--- config.mk ---
export PLATFORM = sky130hd
export DESIGN_NAME = mto_order_gen
export DESIGN_NICKNAME = d
export VERILOG_FILES = /design/src/rtl/mto_pkg.sv /design/src/rtl/mto_lfsr.sv /design/src/rtl/mto_scan.sv /design/src/rtl/mto_visited.sv /design/src/rtl/mto_block_check.sv /design/src/rtl/mto_order_gen.sv
export SDC_FILE = /design/constraint.sdc
export NUM_CORES = 1
export LEC_CHECK = 0
export BUFFER_PORTS_ARGS = -buffer_cell sky130_fd_sc_hd__buf_2
export CAP_MARGIN = 40
export CORE_ASPECT_RATIO = 1.1
export CORE_MARGIN = 2
export CORE_UTILIZATION = 35
export CTS_CLUSTER_DIAMETER = 60
export DETAILED_ROUTE_END_ITERATION = 10
export GPL_ROUTABILITY_DRIVEN = 0
export HOLD_SLACK_MARGIN = 0.02
export PLACE_DENSITY = 0.56
export SLEW_MARGIN = 15
export SYNTH_ARGS = -nofsm -noshare
export SYNTH_HDL_FRONTEND = slang
export SYNTH_SLANG_ARGS = --single-unit
--- constraint.sdc ---
create_clock -name clk -period 4.8 [get_ports clk]
set_input_delay 0.96 -clock clk [delete_from_list [all_inputs] [get_ports clk]]
set_output_delay 0.96 -clock clk [all_outputs]
set_load 0.01 [all_outputs]
--- src/rtl/mto_pkg.sv ---
// Package: shared types and helpers for the banded minterm order generator.
// Assumes minterm widths of at most 31 bits.
package mto_pkg;

    typedef logic [5:0] weight_t;

    typedef enum logic [1:0] {
        ST_IDLE = 2'd0,
        ST_LOAD = 2'd1,
        ST_SCAN = 2'd2,
        ST_HOLD = 2'd3
    } gen_state_t;

    // Number of set bits in a 32-bit word.
    function automatic weight_t pop32(input logic [31:0] v);
        weight_t n;
        n = '0;
        for (int i = 0; i < 32; i++) begin
            n = n + weight_t'(v[i]);
        end
        return n;
    endfunction

endpackage

--- src/rtl/mto_lfsr.sv ---
// Galois LFSR with seed load. A zero seed is replaced by 1 so the register
// never locks up. Exposes a low slice (scan start) and a high slice (stride).
// Assumes OUT_W <= W.
module mto_lfsr #(
    parameter int          W     = 16,
    parameter int          OUT_W = 4,
    parameter logic [W-1:0] TAPS = 16'hB400
) (
    input  logic             clk,
    input  logic             rst_n,
    input  logic             load,
    input  logic [W-1:0]     seed,
    input  logic             step,
    output logic [OUT_W-1:0] draw_lo,
    output logic [OUT_W-1:0] draw_hi
);
    logic [W-1:0] state_q;

    // Load seed, or advance one Galois shift.
    always_ff @(posedge clk) begin
        if (!rst_n) begin
            state_q <= W'(1);
        end else if (load) begin
            state_q <= (seed == '0) ? W'(1) : seed;
        end else if (step) begin
            state_q <= {1'b0, state_q[W-1:1]} ^ (state_q[0] ? TAPS : '0);
        end
    end

    assign draw_lo = state_q[OUT_W-1:0];
    assign draw_hi = state_q[W-1 -: OUT_W];
endmodule

--- src/rtl/mto_scan.sv ---
// Candidate walker: visits start, start+stride, start+2*stride, ... modulo
// 2**IDX_W. The stride is forced odd, so one full walk covers every index.
module mto_scan #(
    parameter int IDX_W = 4
) (
    input  logic             clk,
    input  logic             rst_n,
    input  logic             draw,
    input  logic [IDX_W-1:0] draw_start,
    input  logic [IDX_W-1:0] draw_stride,
    input  logic             advance,
    output logic [IDX_W-1:0] cand,
    output logic             exhausted
);
    logic [IDX_W-1:0] stride_q;
    logic [IDX_W-1:0] probes_q;

    // Start a new walk, or step to the next candidate.
    always_ff @(posedge clk) begin
        if (!rst_n) begin
            cand     <= '0;
            stride_q <= IDX_W'(1);
            probes_q <= '0;
        end else if (draw) begin
            cand     <= draw_start;
            stride_q <= draw_stride | IDX_W'(1);
            probes_q <= '0;
        end else if (advance) begin
            cand     <= cand + stride_q;
            probes_q <= probes_q + IDX_W'(1);
        end
    end

    assign exhausted = &probes_q;
endmodule

--- src/rtl/mto_visited.sv ---
// One flag per minterm, recording which values were already emitted.
// Cleared in one cycle; one flag set per cycle.
module mto_visited #(
    parameter int IDX_W = 4
) (
    input  logic             clk,
    input  logic             rst_n,
    input  logic             clear,
    input  logic             set_en,
    input  logic [IDX_W-1:0] set_idx,
    input  logic [IDX_W-1:0] probe_idx,
    output logic             probe_seen
);
    localparam int SPACE = 1 << IDX_W;

    logic [SPACE-1:0] mask_q;

    for (genvar g = 0; g < SPACE; g++) begin : g_flag
        // Clear on restart, set when this index is emitted.
        always_ff @(posedge clk) begin
            if (!rst_n || clear) begin
                mask_q[g] <= 1'b0;
            end else if (set_en && (set_idx == IDX_W'(g))) begin
                mask_q[g] <= 1'b1;
            end
        end
    end

    assign probe_seen = mask_q[probe_idx];
endmodule

--- src/rtl/mto_block_check.sv ---
// Combinational comparator: a later value is blocked when every set bit of it
// is also set in the earlier value.
module mto_block_check #(
    parameter int N_BITS = 4
) (
    input  logic [N_BITS-1:0] later,
    input  logic [N_BITS-1:0] earlier,
    output logic              blocked
);
    // Subset test on the set bits.
    always_comb begin
        blocked = ((later & ~earlier) == '0);
    end
endmodule

--- src/rtl/mto_order_gen.sv ---
// Top: emits all 2**N_BITS minterms once each over a valid/ready port, in
// Hamming-weight bands with LFSR-scrambled order inside a band, or in
// ascending order when natural_mode is captured high at start.
// Assumes N_BITS < 32 and N_BITS <= SEED_W.
module mto_order_gen #(
    parameter int          N_BITS = 4,
    parameter int          SEED_W = 16,
    parameter logic [SEED_W-1:0] TAPS = 16'hB400
) (
    input  logic              clk,
    input  logic              rst_n,
    input  logic              start,
    input  logic [SEED_W-1:0] seed_in,
    input  logic              natural_mode,
    input  logic              out_ready,
    output logic              out_valid,
    output logic [N_BITS-1:0] out_minterm,
    output logic              out_last,
    input  logic [N_BITS-1:0] chk_later,
    input  logic [N_BITS-1:0] chk_earlier,
    output logic              chk_blocked
);
    import mto_pkg::*;

    localparam int IDX_W = N_BITS;

    gen_state_t       state_q;
    weight_t          band_q;
    logic             natural_q;
    logic [IDX_W-1:0] nat_ctr_q;
    logic [IDX_W-1:0] cur_q;
    logic             last_q;

    logic [IDX_W-1:0] rnd_start, rnd_stride, cand;
    logic             exhausted, seen;
    logic [IDX_W-1:0] probe;
    logic             take, do_draw, do_advance, do_set;

    // Probe selection and acceptance for the current cycle.
    always_comb begin
        probe      = natural_q ? nat_ctr_q : cand;
        take       = natural_q || ((pop32(32'(cand)) == band_q) && !seen);
        do_draw    = (state_q == ST_LOAD) && !start;
        do_set     = (state_q == ST_SCAN) && take && !start;
        do_advance = (state_q == ST_SCAN) && !take && !exhausted && !start;
    end

    mto_lfsr #(.W(SEED_W), .OUT_W(IDX_W), .TAPS(TAPS)) u_lfsr (
        .clk     (clk),
        .rst_n   (rst_n),
        .load    (start),
        .seed    (seed_in),
        .step    (do_draw),
        .draw_lo (rnd_start),
        .draw_hi (rnd_stride)
    );

    mto_scan #(.IDX_W(IDX_W)) u_scan (
        .clk         (clk),
        .rst_n       (rst_n),
        .draw        (do_draw),
        .draw_start  (rnd_start),
        .draw_stride (rnd_stride),
        .advance     (do_advance),
        .cand        (cand),
        .exhausted   (exhausted)
    );

    mto_visited #(.IDX_W(IDX_W)) u_visited (
        .clk        (clk),
        .rst_n      (rst_n),
        .clear      (start),
        .set_en     (do_set),
        .set_idx    (probe),
        .probe_idx  (cand),
        .probe_seen (seen)
    );

    mto_block_check #(.N_BITS(N_BITS)) u_block (
        .later   (chk_later),
        .earlier (chk_earlier),
        .blocked (chk_blocked)
    );

    // Sequencer: restart, draw a walk, scan for a fresh band member, offer it.
    always_ff @(posedge clk) begin
        if (!rst_n) begin
            state_q   <= ST_IDLE;
            band_q    <= '0;
            natural_q <= 1'b0;
            nat_ctr_q <= '0;
            cur_q     <= '0;
            last_q    <= 1'b0;
        end else if (start) begin
            state_q   <= ST_LOAD;
            band_q    <= '0;
            natural_q <= natural_mode;
            nat_ctr_q <= '0;
            last_q    <= 1'b0;
        end else begin
            case (state_q)
                ST_LOAD: state_q <= ST_SCAN;
                ST_SCAN: begin
                    if (take) begin
                        cur_q   <= probe;
                        last_q  <= &probe;
                        state_q <= ST_HOLD;
                        if (natural_q) nat_ctr_q <= nat_ctr_q + IDX_W'(1);
                    end else if (exhausted) begin
                        band_q  <= band_q + weight_t'(1);
                        state_q <= ST_LOAD;
                    end
                end
                ST_HOLD: begin
                    if (out_ready) state_q <= last_q ? ST_IDLE : ST_LOAD;
                end
                default: state_q <= ST_IDLE;
            endcase
        end
    end

    assign out_valid   = (state_q == ST_HOLD);
    assign out_minterm = cur_q;
    assign out_last    = last_q;
endmodule

==> results.py, run 1 <==
metrics = {
    "run_status": {
        "status": "finished, final reports clean",
    },
    "final_layout": {
        "drive_gt1_share_pct": 15.78,
        "design_area_um2": 3632,
        "finalNonFillerCells": 526,
        "nets": 445,
        "areaGrowthSynthToFinish_pct": 14.07,
        "fill_cells": 914,
        "n_antenna_cell": 0,
    },
    "worst_setup_path": {
        "cp.required_ns": 5.04,
        "path_class": "register to register",
        "r2r_end": "u_visited.mask_q[15]",
        "worstReg2RegStart": "u_scan.cand[0]",
        "crit_path_start": "u_scan.cand[0]",
        "critPathCapture": "u_visited.mask_q[15]",
        "critPathCaptureType": "register",
        "worst_setup_path_start_kind": "register",
        "r2r_cells": 12,
        "crit_path_max_fanout": 13,
        "arrival_ns": 3.59,
        "r2r_slack_ns": 1.45,
    },
    "drt": {
        "route.met2.wl_mm": 3.361,
        "num_vias": 2748,
        "first_pass_iters": 4,
        "top_layer_used": "met4",
        "routed_wl_mm": 7.288,
        "wl_met1_mm": 3.586,
        "antenna_left": 0,
        "first_iter_violations": 102,
        "post_drt_wl_per_cell_um": 13.86,
        "dr_wl_met3_um": 262,
        "viasPerCell": 5.224,
        "drc": 0,
    },
    "synth": {
        "synth.most_common_cell": "dfxtp_1",
        "synth.area.top_cells": "dfxtp_1 38%, a21oi_1 6.3%, nand2_1 6.0%",
        "ys_seq_area_share_pct": 38.35,
        "synth_nets": 420,
        "synth-seq-cells": 61,
        "synthCells": 382,
        "yosys-top-cells-count": "61 x dfxtp_1, 51 x nand2_1, 45 x nor2_1",
        "synth-edff-count": 0,
        "async_flop_share_pct": 0,
        "synth_top_cell_by_area": "dfxtp_1",
        "yosys.area.top_type_share_pct": 38.35,
        "ys.warnings.count": 0,
        "synth_area_um2": 3184,
        "synthDistinctLibCells": 52,
        "avgSynthCellArea_um2": 8.336,
        "synthFlopType": "dfxtp_1",
    },
    "die": {
        "die_y_um": 104.0,
        "core_area_um2": 8874,
        "die_area_um2": 9878,
        "die-width_um": 94.95,
        "rows": 36,
        "io_pins": 36,
        "initial_core_util_pct": 35.89,
    },
    "placed_design": {
        "dpl.hpwl_mm": 5.098,
        "place_area_um2": 3417,
        "port-buffer-count": 35,
        "dp.cells": 510,
    },
    "flow_run": {
        "maxCapViolations": 0,
    },
    "sta": {
        "fmax_ghz": 0.2984,
        "hold_viol_final": 0,
        "rsz0062_at_grt": "false",
        "fin_skew_ns": 0.01088,
        "tightest_slew_ns": 0.8251,
        "tns_ns": 0,
        "drv_slew": 0,
        "fin_crit_sh_pct": 69.81,
        "slew_headroom_pct": 44.93,
        "period_minus_slack_ns": 3.351,
        "setup_viol": 0,
        "whs_ns": 0.4603,
    },
    "grt": {
        "grt_pass1_vias": 2679,
        "grt_max_degree": 46,
        "grtUsageTotal_pct": 16.00,
        "grt_antenna_before_repair": 0,
        "grt-ovfl-total": 0,
        "grt_pass1_wl_mm": 12.59,
    },
    "clock_network": {
        "clock-sinks": 61,
        "clk_latency_ns": 0.35,
        "postCtsSetupBuffers": 0,
        "ctsResizeCount": 0,
        "cts_hold_buf": 0,
        "tritoncts": "done",
        "clockBufferDepth": 2,
        "clkTransAtPathRegs_ns": 0.07,
        "cts_made_buffers": 9,
        "htreeDepth": 3,
        "cts-root-buf": "clkbuf_8",
    },
    "pwr": {
        "peakVddDrop_uv": 174.1,
        "p_leak_nw": 1.310,
        "pwr_density_cell_nw_per_um2": 327.1,
    },
    "worst_hold_path": {
        "holdCritPathClass": "register to register",
    },
}
## critical path, cell delays in order (launching register included)
cell     delay, ns
dfxtp_1       0.63
inv_1         0.20
fa_1          0.57
inv_1         0.04
ha_1          0.17
ha_1          0.29
xnor2_1       0.13
nand4_1       0.12
a31oi_1       0.05
buf_4         0.19
a21oi_2       0.40
nor2_1        0.18
a32o_1        0.28
## per-layer routing
metal | up-vias | global-route usage (%)
li1 | 1394 | -
met5 | - | 0
met2 | 47 | 24.77
met1 | 1299 | 21.85
met4 | 0 | 4.658
met3 | 8 | 4.130
## power breakdown
part	leakage (nW)	switching, mW	total [mW]	internal (mW)
clock	0.100	0.210	0.504	0.294
combinational	0.714	0.0870	0.143	0.0561
sequential	0.496	0.0213	0.541	0.519
## logic make-up after synthesis
kind of cell | count (synthesis) | synth area share [%]
adder cells (fa/ha/maj) | 9 | 4.008
flip-flops | 61 | 38.35
multiplexers | 16 | 5.461
AND/OR/NAND/NOR | 140 | 20.31
AO/OA/AOI/OAI | 100 | 22.04
XOR/XNOR | 17 | 4.676
buffers and inverters | 39 | 5.147
## sequential cells by signal, indices dropped and copies added (netlist names), 2 cells and up
| name | cells |
|---|---|
| u_scan.probes_q | 4 |
| u_visited.mask_q | 16 |
| nat_ctr_q | 4 |
| u_lfsr.state_q | 16 |
| state_q | 2 |
| u_scan.cand | 4 |
| out_minterm | 4 |
| u_scan.stride_q | 3 |
| band_q | 6 |
## layout make-up
class / count / area (µm²) / share of cell area, %
clock inverter: 5 / 83.83 / 2.308
tap: 114 / 142.6 / 3.927
clock buffer: 11 / 131.4 / 3.617
sequential: 61 / 1221 / 33.62
multi-input combinational: 282 / 1799 / 49.54
timing repair buffer: 38 / 197.7 / 5.443
inverter: 15 / 56.30 / 1.550
## cells in the final DEF, fill, tap and decap left out, drive strengths merged, types with 3 or more instances in the layout
| master | n |
|---|---|
| a2111oi | 3 |
| a211oi | 6 |
| a21oi | 41 |
| a22o | 12 |
| a31oi | 4 |
| a32o | 4 |
| buf | 38 |
| clkbuf | 11 |
| dfxtp | 61 |
| ha | 7 |
| inv | 16 |
| mux2i | 14 |
| nand2 | 51 |
| nand2b | 7 |
| nand3 | 9 |
| nand4 | 3 |
| nor2 | 45 |
| nor2b | 4 |
| nor3 | 9 |
| nor4 | 4 |
| o21ai | 8 |
| o22ai | 5 |
| o31a | 3 |
| or3 | 3 |
| xnor2 | 15 |
## worst min path at each step
| stage | start | to | slack [ns] | depth (start not counted) |
|---|---|---|---|---|
| 6_report | out_minterm[2] | out_minterm[2] | 0.46 | 2 |
| 5_1_grt | out_minterm[1] | out_minterm[1] | 0.47 | 2 |
| 4_1_cts | out_minterm[1] | out_minterm[1] | 0.46 | 2 |
| 2_1_floorplan | u_scan.stride_q[2] | u_scan.stride_q[2] | 0.44 | 2 |
| 3_3_place_gp | out_minterm[3] | out_minterm[3] | 0.44 | 2 |
| 3_5_place_dp | out_minterm[3] | out_minterm[3] | 0.45 | 2 |
## stage by stage
| step | worst slack, ns | total power, mW | utilization (%) |
|---|---|---|---|
| after global routing | 1.148 | 1.245 | 40.93 |
| after CTS | 1.450 | 1.204 | 40.93 |
| after floorplan | 1.819 | 0.6557 | - |
| after detailed placement | 1.468 | 0.6958 | 38.51 |
| final | 1.449 | 1.188 | 40.93 |
| after global placement | 1.526 | 0.6944 | 38.51 |
Note: power is estimated with default switching activity, not from simulation.
==> run 2: changes to the inputs <==
- PLACE_DENSITY: 0.56 -> 0.58
- clock period: 4.8 -> 2.9 ns (I/O delays scaled with it)
==> results.py, run 2 (synthesis gave the netlist of run 1 again) <==
metrics = {
    "run_status": {
        "status": "finished, final reports clean",
    },
    "final_layout": {
        "drive_gt1_share_pct": 20.33,
        "final_cell_mix": "58 x dfxtp_1, 51 x nand2_1, 45 x nor2_1, 40 x a21oi_1, 35 x buf_2",
        "top_regs": "u_lfsr.state_q: 16 flops, u_visited.mask_q: 16 flops, band_q: 6 flops",
        "areaGrowthSynthToFinish_pct": 19.14,
        "nets": 456,
        "n_antenna_cell": 0,
        "final_common_cell": "dfxtp_1",
    },
    "grt": {
        "grt_antenna_before_repair": 0,
        "grtUsageTotal_pct": 16.90,
        "grt_pass1_vias": 2745,
        "grt-ovfl-total": 0,
        "grt_pass1_wl_mm": 13.17,
        "grt_max_degree": 24,
    },
    "sta": {
        "rsz0062_at_grt": "false",
        "setup_viol": 0,
        "drv_slew": 0,
        "fin_skew_ns": 0.01285,
        "fmax_ghz": 0.3631,
        "fin_crit_sh_pct": 94.97,
        "hold_viol_final": 0,
        "slew_headroom_pct": 51.25,
        "period_minus_slack_ns": 2.754,
        "tns_ns": 0,
        "whs_ns": 0.4581,
        "tightest_slew_ns": 0.7236,
    },
    "placed_design": {
        "dpl.hpwl_mm": 5.466,
        "port-buffer-count": 35,
    },
    "drt": {
        "viasPerCell": 5.294,
        "first_iter_violations": 93,
        "routed_wl_mm": 7.631,
        "antenna_left": 0,
        "num_vias": 2843,
        "post_drt_wl_per_cell_um": 14.21,
        "drc": 0,
        "first_pass_iters": 5,
    },
    "die": {
        "die_area_um2": 9878,
        "die-width_um": 94.95,
        "initial_core_util_pct": 35.89,
        "rows": 36,
        "die_y_um": 104.0,
        "core_area_um2": 8874,
        "io_pins": 36,
    },
    "worst_setup_path": {
        "path_class": "register to register",
        "cp.required_ns": 3.14,
        "worstReg2RegStart": "u_scan.cand[0]",
        "worst_setup_path_start_kind": "register",
        "critPathCaptureType": "register",
        "crit_path_max_fanout": 5,
        "arrival_ns": 2.99,
        "crit_path_start": "u_scan.cand[0]",
    },
    "clock_network": {
        "clkTransAtPathRegs_ns": 0.07,
        "clk_latency_ns": 0.35,
        "cts_made_buffers": 9,
        "cts_hold_buf": 0,
        "clockBufferDepth": 2,
        "clock-sinks": 61,
        "cts-root-buf": "clkbuf_8",
        "htreeDepth": 3,
        "tritoncts": "done",
    },
    "pwr": {
        "p_seq_share_pct": 41.7,
        "p_total_mw": 2.105,
        "p_switching_mw": 0.5456,
        "p_leak_nw": 1.384,
        "peakVddDrop_uv": 419.3,
        "combPwrFrac_pct": 14.5,
        "internal_power_mw": 1.559,
        "pwr_density_cell_nw_per_um2": 554.8,
        "switching_share_pct": 25.92,
        "power_frac_clock_pct": 43.7,
    },
    "worst_hold_path": {
        "holdCritPathClass": "register to register",
        "min_from": "out_minterm[2]",
    },
    "flow_run": {
        "maxCapViolations": 0,
    },
}
## run 2: cell count changes in the layout (fill, tap and decap cells not counted), moves of 2 or more
cell and delta:
buf_4 +10, dfxtp_1 -3, inv_1 -2, dfxtp_2 +3, ha_1 -2
## run 2: cell type report
class / instances / area, µm²
well taps: 114 / 142.6
fillers: 898 / 5080
flip-flops and latches: 61 / 1225
clock inverters: 6 / 111.4
clock buffers: 10 / 127.6
inverters: 15 / 58.81
repair buffers: 49 / 284.0
multi-input cells: 282 / 1844
## run 2: through the flow
step / utilization, % / cells / area, µm² / worst slack (ns)
final: 42.75 / 537 / 3794 / 0.1460
after detailed placement: 39.30 / 519 / 3487 / 0.01021
after floorplan: - / 382 / 3193 / 0.002943
after global placement: 39.30 / 519 / 3487 / 0.1122
after global routing: 42.75 / 537 / 3794 / 0.006610
after CTS: 42.06 / 535 / 3732 / 0.05144
## run 2: power groups by stage
| stage | Combinational [mW] | Clock [mW] | Sequential [mW] |
|---|---|---|---|
| 2_1_floorplan | 0.195 | 0 | 0.892 |
| 3_3_place_gp | 0.269 | 0 | 0.896 |
| 3_5_place_dp | 0.272 | 0 | 0.896 |
| 4_1_cts | 0.277 | 0.941 | 0.877 |
| 5_1_grt | 0.339 | 0.977 | 0.881 |
| 6_report | 0.306 | 0.921 | 0.878 |
## run 2: timing repair
action	CTS	global route
pin swaps	0	5
gates cloned	0	0
setup buffers	0	2
resized for setup	1	9
setup endpoints to repair	1	33
## run 2: final timing paths
check                       endpoint  slack (ns)  cells past startpoint
setup / recovery  u_scan.probes_q[3]        0.15                     12
hold / removal        out_minterm[2]        0.46                      2
setup reg to reg  u_scan.probes_q[3]        0.15                     12
hold reg to reg       out_minterm[2]        0.46                      2
## run 2: layer usage
metal	global-route usage (%)	routed length (µm)	up-vias
met1	23.07	3667	1354
met2	25.99	3531	59
li1	-	-	1420
met5	0	0	-
met3	2.609	262	10
met4	7.764	170	0
## run 2: worst max-delay path, cell delays in order, from the launching register on
cell      delay, ns
dfxtp_2        0.35
inv_4          0.05
fa_1           0.52
inv_1          0.04
ha_2           0.18
ha_4           0.25
xnor2_2        0.14
nand4_1        0.17
a31oi_4        0.27
buf_6          0.16
a211oi_4       0.07
nand4_1        0.12
mux2_2         0.33
